$ cat config.mk
export PLATFORM = sky130hd
export DESIGN_NAME = sample_dbg_stamp
export DESIGN_NICKNAME = d
export VERILOG_FILES = /design/src/rtl/sdc_pkg.sv /design/src/rtl/sdc_step_counter.sv /design/src/rtl/sdc_mode_hold.sv /design/src/rtl/sample_dbg_stamp.sv
export SDC_FILE = /design/constraint.sdc
export NUM_CORES = 1
export LEC_CHECK = 0
export ABC_AREA = 1
export BUFFER_PORTS_ARGS = -buffer_cell sky130_fd_sc_hd__buf_2
export CORE_MARGIN = 3
export CORE_UTILIZATION = 48
export DETAILED_ROUTE_END_ITERATION = 7
export GPL_ROUTABILITY_DRIVEN = 1
export PLACE_DENSITY = 0.7
export SETUP_SLACK_MARGIN = 0.2
export SLEW_MARGIN = 20
export SYNTH_ARGS = -nofsm -noshare
export SYNTH_HDL_FRONTEND = slang
export SYNTH_SLANG_ARGS = --single-unit
$ cat constraint.sdc
create_clock -name clk -period 1.98 [get_ports clk]
set_input_delay 0.198 -clock clk [delete_from_list [all_inputs] [get_ports clk]]
set_output_delay 0.198 -clock clk [all_outputs]
set_load 0.03 [all_outputs]
$ cat src/rtl/sdc_pkg.sv
package sdc_pkg;

    localparam int SAMPLE_W    = 16;
    localparam int WORD_W      = 2 * SAMPLE_W;
    localparam int CFG_W       = 32;
    localparam int STAMP_W     = 64;

    // Bit positions inside the configuration word
    localparam int CFG_COUNT_BIT  = 9;
    localparam int CFG_TS_EN_BIT  = 16;
    localparam int CFG_TS_HALF_BIT = 17;

    typedef struct packed {
        logic ts_half;
        logic ts_en;
        logic count_mode;
    } ctrl_t;

    typedef struct packed {
        logic [SAMPLE_W-1:0] quad;
        logic [SAMPLE_W-1:0] inph;
    } iq_word_t;

    function automatic ctrl_t decode_ctrl(input logic [CFG_W-1:0] w);
        ctrl_t c;
        c.count_mode = w[CFG_COUNT_BIT];
        c.ts_en      = w[CFG_TS_EN_BIT];
        c.ts_half    = w[CFG_TS_HALF_BIT];
        return c;
    endfunction

    // Counts added per accepted sample: one per half, or one per sample
    function automatic logic [1:0] stamp_step(input logic half);
        return half ? 2'd1 : 2'd2;
    endfunction

endpackage

$ cat src/rtl/sdc_step_counter.sv
module sdc_step_counter #(
    parameter int WIDTH = 32
) (
    input  logic             clk,
    input  logic             rst,
    input  logic             inc,
    input  logic [1:0]       step,
    output logic [WIDTH-1:0] value
);

    logic [WIDTH-1:0] value_q;

    always_ff @(posedge clk) begin
        if (rst)
            value_q <= '0;
        else if (inc)
            value_q <= value_q + WIDTH'(step);
    end

    assign value = value_q;


    counter_step_chk: assert property (@(posedge clk) disable iff (rst)
        inc |=> value == $past(value) + WIDTH'($past(step)));


    counter_hold_chk: assert property (@(posedge clk) disable iff (rst)
        !inc |=> $stable(value));

endmodule

$ cat src/rtl/sdc_mode_hold.sv
module sdc_mode_hold (
    input  logic clk,
    input  logic rst,
    input  logic req_mode,
    input  logic stalled,
    output logic mode
);

    logic stall_q;
    logic mode_q;

    // A word that was offered but not taken keeps the mode it was built with
    assign mode = stall_q ? mode_q : req_mode;

    always_ff @(posedge clk) begin
        if (rst) begin
            stall_q <= 1'b0;
            mode_q  <= 1'b0;
        end else begin
            stall_q <= stalled;
            mode_q  <= mode;
        end
    end


    mode_frozen_chk: assert property (@(posedge clk) disable iff (rst)
        stalled |=> mode == $past(mode));

endmodule

$ cat src/rtl/sample_dbg_stamp.sv
module sample_dbg_stamp
    import sdc_pkg::*;
#(
    parameter int SEQ_W = WORD_W,
    parameter int TS_W  = STAMP_W
) (
    input  logic              clk,
    input  logic              rst,
    input  logic [CFG_W-1:0]  cfg_word,
    input  logic              src_valid,
    input  logic [WORD_W-1:0] src_data,
    output logic              src_ready,
    output logic              dst_valid,
    output logic [WORD_W-1:0] dst_data,
    input  logic              dst_ready,
    output logic [TS_W-1:0]   tstamp
);

    localparam int NBYTES = WORD_W / 8;

    ctrl_t            ctrl;
    logic             accept;
    logic             stalled;
    logic             mode;
    logic [SEQ_W-1:0] seq;
    iq_word_t         pass_word;
    logic [WORD_W-1:0] seq_word;

    assign ctrl      = decode_ctrl(cfg_word);
    assign dst_valid = src_valid;
    assign src_ready = dst_ready;
    assign accept    = src_valid && dst_ready;
    assign stalled   = src_valid && !dst_ready;
    assign pass_word = iq_word_t'(src_data);

    sdc_mode_hold u_mode (
        .clk      (clk),
        .rst      (rst),
        .req_mode (ctrl.count_mode),
        .stalled  (stalled),
        .mode     (mode)
    );

    sdc_step_counter #(.WIDTH(SEQ_W)) u_seq (
        .clk   (clk),
        .rst   (rst),
        .inc   (accept),
        .step  (2'd1),
        .value (seq)
    );

    sdc_step_counter #(.WIDTH(TS_W)) u_stamp (
        .clk   (clk),
        .rst   (rst),
        .inc   (accept && ctrl.ts_en),
        .step  (stamp_step(ctrl.ts_half)),
        .value (tstamp)
    );

    // Least significant byte of the sequence number goes to the lowest lane
    for (genvar b = 0; b < NBYTES; b++) begin : g_le_lane
        assign seq_word[8*b +: 8] = (8*b < SEQ_W) ? seq[8*b +: 8] : 8'h00;
    end

    assign dst_data = mode ? seq_word : WORD_W'(pass_word);


    stall_word_chk: assert property (@(posedge clk) disable iff (rst)
        (stalled && mode) |=> $stable(dst_data));


    stamp_frozen_chk: assert property (@(posedge clk) disable iff (rst)
        !ctrl.ts_en |=> $stable(tstamp));

endmodule

==> flow_results.xml <==
<?xml version="1.0" encoding="UTF-8"?>
<metrics>
  <group name="logic_synthesis">
    <metric name="sequential_share_of_the_synthesized_area" unit="%">33.4</metric>
    <metric name="synth_async_sr_flop_share" unit="%">0</metric>
    <metric name="netlist_instances" unit="">974</metric>
    <metric name="netlist.area_leader.share" unit="%">33.4</metric>
    <metric name="syn-cell-area" unit="um2">5870</metric>
    <metric name="syn_nets" unit="">1046</metric>
    <metric name="synthDistinctLibCells" unit="">36</metric>
    <metric name="most_frequently_used_cell_type_in_the_post_synthesis_netlist" unit="">nand2_1</metric>
    <metric name="ys_warn_count" unit="">0</metric>
    <metric name="synth_top_cell_by_area" unit="">dfxtp_1</metric>
    <metric name="synth.area.top_cells" unit="">dfxtp_1, nand2_1, nor2_1</metric>
    <metric name="synth.ff_latch_count" unit="">98</metric>
    <metric name="synth.top_cells.by_count" unit="">nand2_1, nor2_1, inv_1, dfxtp_1, o21ai_0</metric>
    <metric name="mean_post_synth_cell_area" unit="um2">6.02</metric>
    <metric name="number_of_enable_flip_flop_cells_after_synthesis" unit="">0</metric>
    <metric name="ys.flop_type" unit="">dfxtp_1</metric>
  </group>
  <group name="timing">
    <metric name="rsz0062_at_grt" unit="">true</metric>
    <metric name="finalCritPeriodShare" unit="%">92.2</metric>
    <metric name="setup_violations" unit="">0</metric>
    <metric name="period_minus_slack" unit="ps">1820</metric>
    <metric name="highest_clock_rate" unit="GHz">0.548</metric>
    <metric name="skew" unit="ps">6.56</metric>
    <metric name="final-hold-violation-count" unit="">0</metric>
    <metric name="finalSetupTns" unit="ps">0</metric>
    <metric name="holdWs" unit="ps">80.0</metric>
    <metric name="worst-slew-pin-transition" unit="ps">601</metric>
    <metric name="timing.max_slew.rel_slack" unit="%">59.6</metric>
    <metric name="drv_slew" unit="">0</metric>
  </group>
  <group name="outcome">
    <metric name="run_status" unit="">finished, final reports clean</metric>
  </group>
  <group name="critical_path">
    <metric name="r2r.worst_path.cells" unit="">9</metric>
    <metric name="critical_path_class" unit="">flip-flop to primary output</metric>
    <metric name="arrival_worst_endpoint" unit="ps">1630</metric>
    <metric name="critical_path.startpoint_type" unit="">flip-flop</metric>
    <metric name="cp-startpoint" unit="">u_mode.stall_q$_SDFF_PP0_</metric>
    <metric name="rrSetupSlack" unit="ps">210</metric>
    <metric name="r2r_start" unit="">u_stamp.value[0]$_SDFFE_PP0P_</metric>
    <metric name="critPathCaptureType" unit="">primary output</metric>
    <metric name="critPathMaxFanout" unit="">7</metric>
    <metric name="critPathRequiredTime" unit="ps">1780</metric>
    <metric name="r2r-end" unit="">u_stamp.value[36]$_SDFFE_PP0P_</metric>
  </group>
  <group name="final_layout">
    <metric name="num-nets-final" unit="">1207</metric>
    <metric name="flow.area_growth_from_synthesis" unit="%">33.0</metric>
    <metric name="finalInstanceArea" unit="um2">7800</metric>
    <metric name="final_cell_count_no_fill" unit="">1283</metric>
    <metric name="drive_gt1_share" unit="%">25.7</metric>
    <metric name="number_of_antenna_cells_inserted" unit="">0</metric>
  </group>
  <group name="placed_design">
    <metric name="place.gp.congestion" unit="">0.928</metric>
    <metric name="io_buffer_count" unit="">136</metric>
    <metric name="post-dp-hpwl" unit="mm">12.6</metric>
    <metric name="placed_cells_incl_taps" unit="">1239</metric>
    <metric name="place_area" unit="um2">6710</metric>
  </group>
  <group name="floorplanning">
    <metric name="fp-row-count" unit="">39</metric>
    <metric name="die_y" unit="um">117</metric>
    <metric name="num_io_pins" unit="">166</metric>
    <metric name="die_w" unit="um">117</metric>
    <metric name="initial_utilization" unit="%">50.3</metric>
    <metric name="coreArea" unit="um2">11700</metric>
    <metric name="design.die.area" unit="um2">13600</metric>
  </group>
  <group name="clock_network">
    <metric name="max-clock-path-buffers" unit="">2</metric>
    <metric name="path_clk_slew" unit="ps">60</metric>
    <metric name="ctsRootBufferMaster" unit="">clkbuf_16</metric>
    <metric name="clock_tree_from_tritoncts" unit="">built</metric>
    <metric name="insertion_delay" unit="ps">350</metric>
    <metric name="clock_sinks" unit="">98</metric>
    <metric name="depth_of_the_cts_h_tree" unit="">3</metric>
    <metric name="cts-hold-fix-buffers" unit="">0</metric>
    <metric name="cts_inserted_buffers" unit="">9</metric>
  </group>
  <group name="routing">
    <metric name="mean_routed_wirelength_per_cell" unit="um">13.9</metric>
    <metric name="post_drt_via_cell_ratio" unit="">5.13</metric>
    <metric name="dr.first_iter.drc_count" unit="">379</metric>
    <metric name="final_antenna_net_count" unit="">0</metric>
    <metric name="route.detailed.drc" unit="">0</metric>
    <metric name="vias" unit="">6576</metric>
    <metric name="drt_wl_total" unit="mm">17.9</metric>
    <metric name="drt_pre_antenna_iters" unit="">5</metric>
  </group>
  <group name="grt">
    <metric name="grt_start_max_net_pins" unit="">45</metric>
    <metric name="grt.overflow.total" unit="">0</metric>
    <metric name="globalRouteTotalUtil" unit="%">25.6</metric>
    <metric name="grt_antenna_before_repair" unit="">0</metric>
    <metric name="first_global_vias" unit="">5831</metric>
    <metric name="grt_first_pass_wirelength" unit="mm">27.5</metric>
  </group>
  <group name="min_path">
    <metric name="min_path_type" unit="">input port to flip-flop</metric>
    <metric name="hold_path.startpoint" unit="">dst_ready</metric>
    <metric name="hold-path-endpoint" unit="">u_mode.stall_q$_SDFF_PP0_</metric>
    <metric name="min_delay_path_depth" unit="">2</metric>
  </group>
  <group name="power_and_ir_drop">
    <metric name="power.total" unit="W">0.00428</metric>
    <metric name="worst_ir_drop_vdd" unit="V">0.000398</metric>
    <metric name="power.density" unit="nW/um2">549</metric>
    <metric name="total_leakage_power" unit="nW">3.22</metric>
  </group>
  <group name="job">
    <metric name="cap_violations" unit="">0</metric>
  </group>
</metrics>
[metal layers]
layer	up-vias	track usage, %	share of wire, %
li1	3423	-	-
met1	2934	33.7	45
met2	194	42.8	47
met3	25	3.58	5.4
met4	0	9.56	1.9
met5	-	0	0
[stage by stage]
stage,worst slack (ps),utilization [%]
4_1_cts,157,63.1
3_3_place_gp,74.4,57.5
3_5_place_dp,41.6,57.5
5_1_grt,86.5,66.9
6_report,155,66.9
2_1_floorplan,200,-
[how the worst max path moves through the flow]
stage                     cells after the start                        endpoint
after floorplan                              10  u_stamp.value[56]$_SDFFE_PP0P_
after global placement                        9  u_stamp.value[36]$_SDFFE_PP0P_
after detailed placement                      9  u_stamp.value[36]$_SDFFE_PP0P_
after CTS                                     8                    dst_data[13]
after global routing                          8                    dst_data[28]
final                                         7                    dst_data[18]
[flip-flops by register name (all words and copies together) (netlist names)]
register / cells
u_mode.stall_q: 1
u_mode.mode_q: 1
u_seq.value: 32
u_stamp.value: 64
[cells by family (layout without fill, tap and decap cells)]
| kind of cell | after synthesis | in the layout | share of synthesized area [%] |
|---|---|---|---|
| xor gates and xnor gates | 7 | 7 | 1.05 |
| buffers and inverters | 150 | 316 | 9.88 |
| adders and majority gates | 4 | 4 | 0.981 |
| DFF | 98 | 98 | 33.4 |
| AOI/OAI and AO/OA | 128 | 128 | 10.9 |
| and+or+nand+nor | 587 | 587 | 43.7 |
[placed cells by master, fill, tap and decap left out, types with 2 or more instances in the layout]
cell and n:
nand2_2 21, ha_1 2, inv_1 122, dfxtp_4 2
buf_4 49, a21oi_1 50, buf_6 7, buf_12 3
nand2_1 236, nor4_1 2, clkbuf_8 2, nand3_4 2
nor3b_1 3, o21ai_1 24, nand3_1 47, o21ai_2 7
nor2_1 163, nor3_1 19, nor3_4 2, clkbuf_1 3
nor2_2 15, o21ai_0 46, inv_2 7, buf_2 104
dfxtp_2 3, clkbuf_16 10, xor2_1 5, clkinv_1 2
nand4_1 24, dfxtp_1 93, nor2_4 25, nand3_2 10
nand2_4 10, buf_16 4, xnor2_1 2
[power breakdown]
| group | internal, W | total (W) | leakage, nW | switching, W |
|---|---|---|---|---|
| registers | 0.00198 | 0.00198 | 0.793 | 0.00000625 |
| clock network | 0.00105 | 0.00180 | 0.147 | 0.000753 |
| logic | 0.000211 | 0.000499 | 2.28 | 0.000288 |
| total | 0.00324 | 0.00428 | 3.22 | 0.00105 |
[worst max-delay path, cell delays in order (launching register included)]
cell       delay [ps]
dfxtp_2           320
or2_4             230
nand2_4            90
buf_4             120
buf_8             120
clkbuf_16         150
o21ai_0            70
buf_4             170
[final cells by class]
| cell class | count | area, um2 |
|---|---|---|
| clock inverter | 2 | 35.0 |
| inverter | 131 | 492 |
| fill | 1051 | 3860 |
| timing repair buffer | 169 | 1180 |
| tap | 143 | 179 |
| clock buffer | 14 | 264 |
| multi-input combinational | 726 | 3680 |
| sequential | 98 | 1970 |
[repair_timing]
| action | 4_1_cts | 5_1_grt |
|---|---|---|
| resized for setup | 71 | 96 |
| pin swaps | 8 | 27 |
| hold endpoints to repair | 0 | 0 |
| endpoints found under the setup margin | 51 | 90 |
| cloned | 4 | 1 |
| buffers inserted | 7 | 16 |
No activity file was read; power rests on OpenSTA's default activity.
